`config.mk`:
```
export PLATFORM = sky130hd
export DESIGN_NAME = trap_value_reg
export DESIGN_NICKNAME = d
export VERILOG_FILES = /design/src/rtl/tvr_pkg.sv /design/src/rtl/tvr_ctrl.sv /design/src/rtl/tvr_datapath.sv /design/src/rtl/trap_value_reg.sv
export SDC_FILE = /design/constraint.sdc
export NUM_CORES = 1
export LEC_CHECK = 0
export BUFFER_PORTS_ARGS = -buffer_cell sky130_fd_sc_hd__buf_2
export CORE_MARGIN = 5
export CORE_UTILIZATION = 39
export CTS_CLUSTER_DIAMETER = 40
export DETAILED_ROUTE_END_ITERATION = 7
export PLACE_DENSITY_LB_ADDON = 0.25
export RECOVER_POWER = 25
export SETUP_SLACK_MARGIN = 0.5
export SYNTH_ARGS = -nofsm -noshare
export SYNTH_HDL_FRONTEND = slang
export SYNTH_SLANG_ARGS = --single-unit
```
`constraint.sdc`:
```
create_clock -name clk -period 1.7 [get_ports clk]
set_clock_uncertainty 0.1 [all_clocks]
set_input_delay 0.34 -clock clk [delete_from_list [all_inputs] [get_ports clk]]
set_output_delay 0.34 -clock clk [all_outputs]
set_load 0.02 [all_outputs]
```
`src/rtl/tvr_pkg.sv`:
```
package tvr_pkg;

  localparam int CAUSE_W = 4;
  localparam int CSR_ADDR_W = 12;

  localparam logic [CAUSE_W-1:0] C_FETCH_MIS = 4'd0;
  localparam logic [CAUSE_W-1:0] C_FETCH_ACC = 4'd1;
  localparam logic [CAUSE_W-1:0] C_ILLEGAL   = 4'd2;
  localparam logic [CAUSE_W-1:0] C_BREAK     = 4'd3;
  localparam logic [CAUSE_W-1:0] C_LOAD_MIS  = 4'd4;
  localparam logic [CAUSE_W-1:0] C_LOAD_ACC  = 4'd5;
  localparam logic [CAUSE_W-1:0] C_STORE_MIS = 4'd6;
  localparam logic [CAUSE_W-1:0] C_STORE_ACC = 4'd7;

  localparam logic [CSR_ADDR_W-1:0] MACH_REG_NUM = 12'h343;
  localparam logic [CSR_ADDR_W-1:0] SUPV_REG_NUM = 12'h143;

  // At most one strobe is set in any cycle; priority is settled in the control.
  typedef struct packed {
    logic takeAddr;
    logic takeInst;
    logic takeZero;
    logic takeSw;
  } tvrStrobe_t;

endpackage

```
`src/rtl/tvr_ctrl.sv`:
```
module tvr_ctrl
  import tvr_pkg::*;
#(
  parameter bit SUPERVISOR   = 1'b0,
  parameter bit CAPTURE_INST = 1'b1
) (
  input  logic                  trapValid,
  input  logic [CAUSE_W-1:0]    trapCause,
  input  logic [CSR_ADDR_W-1:0] csrAddr,
  input  logic                  csrWe,
  output tvrStrobe_t            strobe
);

  localparam logic [CSR_ADDR_W-1:0] OWN_NUM = SUPERVISOR ? SUPV_REG_NUM : MACH_REG_NUM;

  logic addrCause;
  logic instCause;
  logic commonAddr;
  logic trapUpdates;

  // Address-type causes shared by both levels.
  assign commonAddr = (trapCause == C_FETCH_MIS) | (trapCause == C_FETCH_ACC) |
                      (trapCause == C_BREAK)     | (trapCause == C_LOAD_ACC)  |
                      (trapCause == C_STORE_MIS) | (trapCause == C_STORE_ACC);

  generate
    if (SUPERVISOR) begin : g_supv
      // Load misaligned and illegal instruction leave the register alone.
      assign addrCause = commonAddr;
      assign instCause = 1'b0;
    end else begin : g_mach
      assign addrCause = commonAddr | (trapCause == C_LOAD_MIS);
      assign instCause = (trapCause == C_ILLEGAL);
    end
  endgenerate

  assign strobe.takeAddr = trapValid & addrCause;
  assign strobe.takeInst = trapValid & instCause & CAPTURE_INST;
  assign strobe.takeZero = trapValid & instCause & ~CAPTURE_INST;
  assign trapUpdates     = strobe.takeAddr | strobe.takeInst | strobe.takeZero;
  // A trap update wins over a concurrent software write.
  assign strobe.takeSw   = csrWe & (csrAddr == OWN_NUM) & ~trapUpdates;

endmodule

```
`src/rtl/tvr_datapath.sv`:
```
module tvr_datapath
  import tvr_pkg::*;
#(
  parameter int XLEN = 32
) (
  input  logic            clk,
  input  logic            rst_n,
  input  tvrStrobe_t      strobe,
  input  logic [XLEN-1:0] trapAddr,
  input  logic [XLEN-1:0] trapInst,
  input  logic [XLEN-1:0] csrWdata,
  output logic [XLEN-1:0] value
);

  localparam int SHORT_W = 16;
  localparam int WORD_W  = 32;

  logic            isShort;
  logic            isLong;
  logic [XLEN-1:0] instMask;
  logic [XLEN-1:0] instBits;

  // Length from the low bits: 16-bit unless [1:0]==11; longer than 32 if [4:0]==11111.
  assign isShort = (trapInst[1:0] != 2'b11);
  assign isLong  = (trapInst[4:0] == 5'b11111);

  generate
    for (genvar i = 0; i < XLEN; i++) begin : g_mask
      localparam bit IN_SHORT = (i < SHORT_W);
      localparam bit IN_WORD  = (i < WORD_W);
      assign instMask[i] = isLong | (isShort ? IN_SHORT : IN_WORD);
    end
  endgenerate

  assign instBits = trapInst & instMask;

  always_ff @(posedge clk or negedge rst_n) begin
    if (!rst_n) begin
      value <= '0;
    end else if (strobe.takeAddr) begin
      value <= trapAddr;
    end else if (strobe.takeInst) begin
      value <= instBits;
    end else if (strobe.takeZero) begin
      value <= '0;
    end else if (strobe.takeSw) begin
      value <= csrWdata;
    end
  end

  // a short captured instruction leaves nothing above bit 15.
  assert_short_upper_zero_R5: assert property (@(posedge clk) disable iff (!rst_n)
    (strobe.takeInst && trapInst[1:0] != 2'b11) |=> (value >> SHORT_W) == '0);

  // a 32-bit captured instruction keeps its low word exactly.
  assert_word_capture_R6: assert property (@(posedge clk) disable iff (!rst_n)
    (strobe.takeInst && trapInst[1:0] == 2'b11 && trapInst[4:2] != 3'b111)
      |=> value[WORD_W-1:0] == $past(trapInst[WORD_W-1:0]));

  // a long encoding is kept whole.
  assert_long_capture_R7: assert property (@(posedge clk) disable iff (!rst_n)
    (strobe.takeInst && trapInst[4:0] == 5'b11111) |=> value == $past(trapInst));

endmodule

```
`src/rtl/trap_value_reg.sv`:
```
module trap_value_reg
  import tvr_pkg::*;
#(
  parameter int XLEN         = 32,
  parameter bit SUPERVISOR   = 1'b0,
  parameter bit CAPTURE_INST = 1'b1
) (
  input  logic                  clk,
  input  logic                  rst_n,
  input  logic                  trapValid,
  input  logic [CAUSE_W-1:0]    trapCause,
  input  logic [XLEN-1:0]       trapAddr,
  input  logic [XLEN-1:0]       trapInst,
  input  logic [CSR_ADDR_W-1:0] csrAddr,
  input  logic                  csrWe,
  input  logic [XLEN-1:0]       csrWdata,
  output logic [XLEN-1:0]       csrRdata,
  output logic [XLEN-1:0]       trapValue
);

  localparam logic [CSR_ADDR_W-1:0] OWN_NUM = SUPERVISOR ? SUPV_REG_NUM : MACH_REG_NUM;

  tvrStrobe_t strobe;

  tvr_ctrl #(
    .SUPERVISOR  (SUPERVISOR),
    .CAPTURE_INST(CAPTURE_INST)
  ) u_ctrl (
    .trapValid(trapValid),
    .trapCause(trapCause),
    .csrAddr  (csrAddr),
    .csrWe    (csrWe),
    .strobe   (strobe)
  );

  tvr_datapath #(
    .XLEN(XLEN)
  ) u_dp (
    .clk     (clk),
    .rst_n   (rst_n),
    .strobe  (strobe),
    .trapAddr(trapAddr),
    .trapInst(trapInst),
    .csrWdata(csrWdata),
    .value   (trapValue)
  );

  assign csrRdata = (csrAddr == OWN_NUM) ? trapValue : '0;

  logic addrCausePort;
  assign addrCausePort = (trapCause == C_FETCH_MIS) || (trapCause == C_FETCH_ACC) ||
                         (trapCause == C_BREAK)     || (trapCause == C_LOAD_ACC)  ||
                         (trapCause == C_STORE_MIS) || (trapCause == C_STORE_ACC) ||
                         (!SUPERVISOR && trapCause == C_LOAD_MIS);

  // register is clear right after reset release.
  assert_reset_clear_R1: assert property (@(posedge clk)
    $rose(rst_n) |-> trapValue == '0);

  // own-number write without a trap lands next cycle.
  assert_sw_write_R2: assert property (@(posedge clk) disable iff (!rst_n)
    (csrWe && csrAddr == OWN_NUM && !trapValid) |=> trapValue == $past(csrWdata));

  // address causes load the address even with a concurrent write.
  assert_addr_load_R3: assert property (@(posedge clk) disable iff (!rst_n)
    (trapValid && addrCausePort) |=> trapValue == $past(trapAddr));

  // causes 8 and above leave the register untouched.
  assert_high_cause_hold_R4: assert property (@(posedge clk) disable iff (!rst_n)
    (trapValid && trapCause >= 4'd8 && !csrWe) |=> $stable(trapValue));

  // no capture means illegal instruction clears the register.
  assert_nocap_zero_R8: assert property (@(posedge clk) disable iff (!rst_n)
    (!CAPTURE_INST && !SUPERVISOR && trapValid && trapCause == C_ILLEGAL) |=> trapValue == '0);

  // supervisor level ignores load misaligned.
  assert_supv_loadmis_hold_R9: assert property (@(posedge clk) disable iff (!rst_n)
    (SUPERVISOR && trapValid && trapCause == C_LOAD_MIS && !csrWe) |=> $stable(trapValue));

  // the read port is silent for any other register number.
  assert_read_decode_R11: assert property (@(posedge clk) disable iff (!rst_n)
    (csrAddr != OWN_NUM) |-> csrRdata == '0);

endmodule

```
---- Word level (Yosys, flattened, before mapping) ----
Index checks and enable logic that the tools add are counted.
Widths: inputs -> output; s select.
storage, ports and cells
  bits of input ports ..................... 116
  flip-flop bits (word level) ............. 32
operators by class
  bitwise logic cells ..................... 14
  reductions and logical operators ........ 2
  equal/unequal tests ..................... 10
  multiplexer cells ....................... 5
operator list
  cell                  count
  $mux 32               4
  $and 32x32->32        1
  $eq 4x3->1 const B    4
  $eq 12x10->1 const B  1
  $eq 4x2->1 const B    2
  $or 1x1->1            8
  $eq 5x5->1 const B    1
  $and 1x1->1           4
  $eq 4x1->1 const B    1
  $logic_not 4->1       1
  $reduce_bool 3->1     1
  $ne 2x2->1 const B    1
  $mux 1                1
  $not 1->1             1

---- Longest topological paths before layout ----
Gate-level depths: netlist (run 1).
  depth in word-level cells ............... 14
  mapped depth ............................ 6
  depth with buffers taken out ............ 4

---- Hierarchy ----
A second synthesis (run 1) with hierarchy kept.
unflattened totals
  cells, all modules ...................... 270
  area total of the unflattened synthesis .. 2,722.6 um^2
modules (own cells, without submodules)
  module          cells an instance  area an instance (um^2)  instances
  tvr_datapath    171                1,770.4                  1
  trap_value_reg  86                 873.3                    1
  tvr_ctrl        13                 78.8                     1

---- Worst setup path before layout (run 1) ----
Ideal clock, no wire load.
  path type ............................... in2out
  from .................................... input port csrAddr[5]
  to ...................................... output port csrRdata[10]
  arrival ................................. 1.333 ns
  slack ................................... -0.073 ns
  stages .................................. 4
  required time ........................... 1.260 ns
  cell sequence ........................... nor4_4 and3_1 clkbuf_1 and2_1
between the ends
  longest elaborated chain between the ends .. 2
ends and longest elaborated chain
  what             RTL line              text
  start, declared  trap_value_reg.sv:14  input logic [CSR_ADDR_W-1:0] csrAddr,
  $eq 12x10->1     trap_value_reg.sv:48  assign csrRdata = (csrAddr == OWN_NUM) ? trapValue : '0;
  $mux 32          trap_value_reg.sv:48
  end, declared    trap_value_reg.sv:17  output logic [XLEN-1:0] csrRdata,
No other way between the ends.

---- Worst setup path in the final report (run 1) ----
  from .................................... input port csrAddr[2]
  to ...................................... output port csrRdata[30]
Same word-level chain as after synthesis.

==> key figures, run 1 <==
Place
  • DP HPWL: 6.070 mm
  • Pre-CTS WS: -0.1909 ns
  • Dpl cells: 515
  • Gpl congestion: 0.8136
  • # port buffers: 179

Final layout
  • Most frequent cells in the layout: buf_2, buf_6, nand2_1
  • Largest register by flop count: u_dp.value
  • Non-filler instance count after layout: 567
  • Commonest non-fill, non-tap cell in the layout: buf_2
  • Max reg flops: 32
  • Reg area: 800.8 µm²
  • Area Overhead vs Synth: 120.5%
  • N_diodes: 0
  • Multi-input gate area: 1747 µm²
  • Layout cells sized above 1: 70.10%
  • # nets final: 610
  • Largest regs: u_dp.value (32)
  • Final core occ: 87.03%
  • Filler cell count: 300

Pwr
  • Maximum VDD drop: 0.4485 mV
  • Leakage power: 2.305 nW
  • Total power: 2.753 mW
  • Pwr Density: 581.6 nW/µm²

Timing
  • Final slew viol count: 0
  • Max Clk Rate: 530.7 MHz
  • Final WS setup: -0.1843 ns
  • Fin crit share: 110.8%
  • Slew Limit Headroom: 42.14%
  • Worst Tran Pin Value: 0.8679 ns
  • Final hold violations: 0
  • Final setup viols: 32
  • Fin Hold WS: 0.05030 ns
  • Min Tclk post-route: 1.884 ns
  • RSZ-0062 raised after global routing: yes

Hold path
  • Hold Path Class: input pin to asynchronous set/reset pin

Synth
  • XOR/XNOR Fraction of Synth Area: 0%
  • Netlist Area Pre-Place: 2147 µm²
  • Syn avg cell area: 7.668 µm²
  • Combinational family with the most area after synthesis: simple AND/OR/NAND/NOR gates
  • Yosys reg bits: 32
  • Post-synthesis cell count: 280
  • Ys Warns: 0
  • Synthesized Nets: 396
  • Synth unique cells: 25
  • Synth Area in Adders: 0%
  • Compound-cell area share of the yosys netlist: 19.99%
  • Fraction of the mapped netlist area in simple logic gates: 37.00%
  • Seq/Total Area, Yosys: 37.30%
  • Mux contribution to synthesized area: 0%

Detailed routing
  • Post-DR vias/cell: 5.531
  • Via count: 3136
  • Routed WL: 10.71 mm
  • Residual DRC: 0
  • DR iter-0 viols: 210
  • Drt pass-1 iters: 4
  • Avg WL per Cell: 18.90 µm
  • Antenna Nets Post-Route: 0

Outcome
  • Status: finished, violations left
  • Failing checks: setup timing

Critical path
  • Kind of critical path: input pin to output pin
  • CP max stage cell: and4bb_2
  • Cell Chain, Critical Path: buf_6, and4bb_2, and3_4, buf_12, and2_4, buf_6
  • WP data required: 1.26 ns
  • Largest delay share family, worst path: simple AND/OR/NAND/NOR gates
  • Max incr delay on CP: 0.33 ns
  • Crit path launch type: input pin
  • Data arrival time of the worst path: 1.44 ns
  • Worst setup EP type: output pin
  • Most used cell, CP: buf_6
  • CP bufs+invs: 3
  • Top fanout value on the critical path: 15

Clock tree
  • Clk_lat worst skew: 0.28 ns
  • Clock root cell: clkbuf_8
  • CTS tree: done
  • Total CTS buffers: 5
  • CTS Buffer Depth: 2
  • Reg clk slew, reported paths: 0.07 ns
  • H-tree levels: 2
  • CTS sink count: 32

Floorplan
  • Chip width: 84.20 µm
  • IO Pins: 180
  • Die area: 7089 µm²
  • Initial core utilization: 39.48%
  • Num rows: 27
  • Core area: 5439 µm²
  • Die Height: 84.20 µm

Global route
  • Total track usage: 27.63%
  • Gr ovfl total: 0
  • Initial antenna violation count: 0
  • Vias in the first global route: 3242
  • First-pass GRT wire length: 15.99 mm
  • Largest net degree at the start of global routing: 33

Run
  • Max-cap violation count: 0
==> per-layer routing <==
metal / track usage (%) / up-vias / part of all wire (%)
met3: 5.299 / 10 / 7.3
li1: - / 1431 / -
met1: 33.21 / 1529 / 37
met5: 0 / - / 0
met2: 49.71 / 166 / 54
met4: 8.333 / 0 / 1.3
==> report_power, final <==
| group | leakage, nW | switching [mW] | total, mW | internal (mW) |
|---|---|---|---|---|
| combinational | 1.87 | 0.534 | 1.14 | 0.609 |
| clock | 0.0455 | 0.284 | 0.614 | 0.330 |
| sequential | 0.394 | 0.126 | 0.995 | 0.869 |
==> cell type report <==
cell class,count,area share (%)
clock buffers,8,1.903
flip-flops and latches,32,16.92
repair buffers,236,42.37
multi-input cells,219,36.90
well taps,72,1.903
==> worst reg2reg max path, stage by stage, from the launching register on <==
cell	delay (ns)
dfrtp_1	0.43
buf_4	0.16
buf_4	0.12
nand3_2	0.05
nand3_2	0.07
==> kinds of logic after synthesis <==
| kind of cell | Yosys count |
|---|---|
| AOI/OAI and AO/OA | 65 |
| buffers and inverters | 29 |
| and+or+nand+nor | 154 |
| DFF | 32 |
==> Yosys cell counts, drive strengths merged <==
master / instances / area [µm²]
nand3: 64 / 320.3
nand2: 48 / 180.2
and2: 32 / 200.2
dfrtp: 32 / 800.8
clkbuf: 19 / 72.56
a21oi: 16 / 80.08
o211ai: 16 / 120.1
o21ai: 16 / 80.07
o2bb2ai: 16 / 140.1
buf: 10 / 50.05
a41oi: 1 / 8.760
and3: 1 / 6.260
and4: 1 / 8.760
and4b: 1 / 10.01
and4bb: 1 / 12.51
nand2b: 1 / 6.260
nand4: 1 / 6.260
nor2b: 1 / 6.260
nor3b: 1 / 7.510
nor4: 1 / 21.27
or3b: 1 / 8.760
==> per-stage QoR <==
stage / TNS (ns) / cell area (µm²)
after floorplan: 0 / 2367
after global placement: -5.089 / 3354
after detailed placement: -5.618 / 3354
after CTS: -4.338 / 4463
after global routing: -6.599 / 4733
final: -5.254 / 4733
==> path summary, 6_finish.rpt <==
kind / start / end / slack (ns) / depth (start not counted)
max: csrAddr[2] / csrRdata[30] / -0.18 / 6
min: rst_n / u_dp.value[22]$_DFFE_PN0P_ / 0.05 / 1
max reg2reg: u_dp.value[27]$_DFFE_PN0P_ / u_dp.value[27]$_DFFE_PN0P_ / 0.65 / 4
min reg2reg: u_dp.value[16]$_DFFE_PN0P_ / u_dp.value[16]$_DFFE_PN0P_ / 0.48 / 2
max in group asynchronous: rst_n / u_dp.value[7]$_DFFE_PN0P_ / 0.47 / 2
min in group clk: csrWdata[30] / u_dp.value[30]$_DFFE_PN0P_ / 0.20 / 3
==> timing repair <==
| item | in CTS | in global routing |
|---|---|---|
| pin swaps | 53 | 24 |
| endpoints found under the setup margin | 96 | 96 |
| cloned | 4 | 1 |
| endpoints found under the hold margin | 14 | 14 |
| setup buffers | 30 | 9 |
| gates resized for setup | 197 | 31 |
Note: power is estimated with default switching activity, not from simulation.
==> run 2: changes to the inputs <==
--- a/config.mk
+++ b/config.mk
@@ -7,12 +7,14 @@
 export LEC_CHECK = 0
 export BUFFER_PORTS_ARGS = -buffer_cell sky130_fd_sc_hd__buf_2
 export CORE_MARGIN = 5
-export CORE_UTILIZATION = 39
+export CORE_UTILIZATION = 40
+export CTS_BUF_LIST = sky130_fd_sc_hd__clkbuf_4 sky130_fd_sc_hd__clkbuf_8
 export CTS_CLUSTER_DIAMETER = 40
 export DETAILED_ROUTE_END_ITERATION = 7
 export PLACE_DENSITY_LB_ADDON = 0.25
-export RECOVER_POWER = 25
+export RECOVER_POWER = 50
 export SETUP_SLACK_MARGIN = 0.5
+export SLEW_MARGIN = 20
 export SYNTH_ARGS = -nofsm -noshare
 export SYNTH_HDL_FRONTEND = slang
 export SYNTH_SLANG_ARGS = --single-unit
==> key figures, run 2 (same netlist as run 1, synthesis figures left out) <==
Hold path
  • Hold Path Class: input pin to asynchronous set/reset pin

Detailed routing
  • Avg WL per Cell: 20.85 µm
  • DR iter-0 viols: 224
  • Drt pass-1 iters: 5
  • Residual DRC: 0
  • Post-DR vias/cell: 5.812
  • Via count: 3243
  • Antenna Nets Post-Route: 0
  • Routed WL: 11.63 mm

Final layout
  • N_diodes: 0
  • Commonest non-fill, non-tap cell in the layout: buf_2
  • Final core occ: 87.76%
  • Max reg flops: 32
  • Most frequent cells in the layout: buf_2, buf_6, nand2_1, nand3_2, and2_4
  • Layout cells sized above 1: 68.44%
  • # nets final: 603
  • Area Overhead vs Synth: 111.4%
  • Largest register by flop count: u_dp.value
  • Largest regs: u_dp.value (32)

Timing
  • Fin Hold WS: 0.06396 ns
  • Final setup viols: 32
  • Final hold violations: 0
  • Final slew viol count: 0
  • Max Clk Rate: 533.6 MHz
  • Fin crit share: 110.2%
  • Worst Tran Pin Value: 0.8979 ns
  • RSZ-0062 raised after global routing: yes
  • Slew Limit Headroom: 40.14%
  • Final WS setup: -0.1741 ns
  • Min Tclk post-route: 1.874 ns
  • Total Neg Setup Slack: -4.477 ns

Clock tree
  • Total CTS buffers: 5
  • CTS tree: done
  • Reg clk slew, reported paths: 0.07 ns
  • Clock root cell: clkbuf_8
  • CTS sink count: 32
  • CTS Buffer Depth: 2
  • Clk_lat worst skew: 0.28 ns
  • H-tree levels: 2

Floorplan
  • Chip width: 83.27 µm
  • IO Pins: 180
  • Initial core utilization: 41.51%
  • Core area: 5172 µm²
  • Die area: 6933 µm²
  • Num rows: 26
  • Die Height: 83.27 µm

Critical path
  • R2R depth: 4
  • Worst Setup EP: csrRdata[30]
  • FF-to-FF setup slack: 0.68 ns
  • Kind of critical path: input pin to output pin
  • Crit path launch type: input pin
  • Worst setup EP type: output pin
  • WP data required: 1.26 ns
  • Worst setup path start: csrAddr[4]
  • R2r startpoint: u_dp.value[15]$_DFFE_PN0P_
  • Reg-to-Reg End: u_dp.value[15]$_DFFE_PN0P_
  • Top fanout value on the critical path: 16
  • Data arrival time of the worst path: 1.43 ns

Pwr
  • Leakage power: 2.202 nW
  • Pwr Density: 630.1 nW/µm²
  • Maximum VDD drop: 0.5144 mV

Outcome
  • Failing checks: setup timing
  • Status: finished, violations left

Global route
  • Vias in the first global route: 3146
  • Total track usage: 28.00%
  • Initial antenna violation count: 0
  • Largest net degree at the start of global routing: 33
  • Gr ovfl total: 0
  • First-pass GRT wire length: 15.87 mm

Place
  • DP HPWL: 6.429 mm
  • Pre-CTS WS: -0.2017 ns
  • # port buffers: 179
  • Gpl congestion: 0.8371

Run
  • Max-cap violation count: 0
==> run 2: cell types whose count changed in the layout (fill, tap and decap cells not counted), sizes merged <==
cell and change:
bufinv +1, buf -24, clkbuf +16
==> run 2: worst min path at each step <==
stage,cells after the start,startpoint,to
floorplan,0,rst_n,u_dp.value[0]$_DFFE_PN0P_
global placement,1,rst_n,u_dp.value[5]$_DFFE_PN0P_
detailed placement,1,rst_n,u_dp.value[5]$_DFFE_PN0P_
CTS,1,rst_n,u_dp.value[30]$_DFFE_PN0P_
global route,1,rst_n,u_dp.value[31]$_DFFE_PN0P_
finish,1,rst_n,u_dp.value[21]$_DFFE_PN0P_
==> run 2: repair_timing <==
item / 4_1_cts / 5_1_grt
cloned: 2 / 2
endpoints found under the hold margin: 14 / 14
gates resized for setup: 177 / 59
pin swaps: 15 / 53
buffers inserted: 13 / 17
setup endpoints to repair: 96 / 96
==> run 2: per-stage QoR <==
step                      instances  total power, mW  cell area [µm²]
after floorplan                 280            1.326             2367
after global placement          516            1.650             3374
after detailed placement        516            1.672             3374
after CTS                       539            2.712             4249
after global routing            558            2.975             4539
final                           558            2.860             4539
==> run 2: layout make-up <==
| class | instances | area, µm² |
|---|---|---|
| well taps | 70 | 87.58 |
| flip-flops and latches | 32 | 808.3 |
| repair buffers | 229 | 1767 |
| fillers | 263 | 633.1 |
| multi-input cells | 219 | 1750 |
| clock buffers | 7 | 96.34 |
| clock inverters | 1 | 30.03 |
==> run 2: layer usage <==
layer / vias to the layer above / GRT usage (%) / share of wire, %
met5: - / 0 / 0
met4: 0 / 8.024 / 3.2
met3: 48 / 7.030 / 7.8
met2: 228 / 52.48 / 53
met1: 1552 / 30.90 / 36
li1: 1415 / - / -
==> run 2: critical path, cell delays in order <==
cell,delay [ns]
buf_6,0.10
nor4_4,0.28
and3_4,0.26
buf_12,0.15
and2_4,0.17
buf_6,0.12
==> run 2: where the power goes <==
part	total [mW]	internal [mW]	switching, mW
logic	1.06	0.509	0.549
registers	0.995	0.873	0.121
clock network	0.808	0.518	0.290
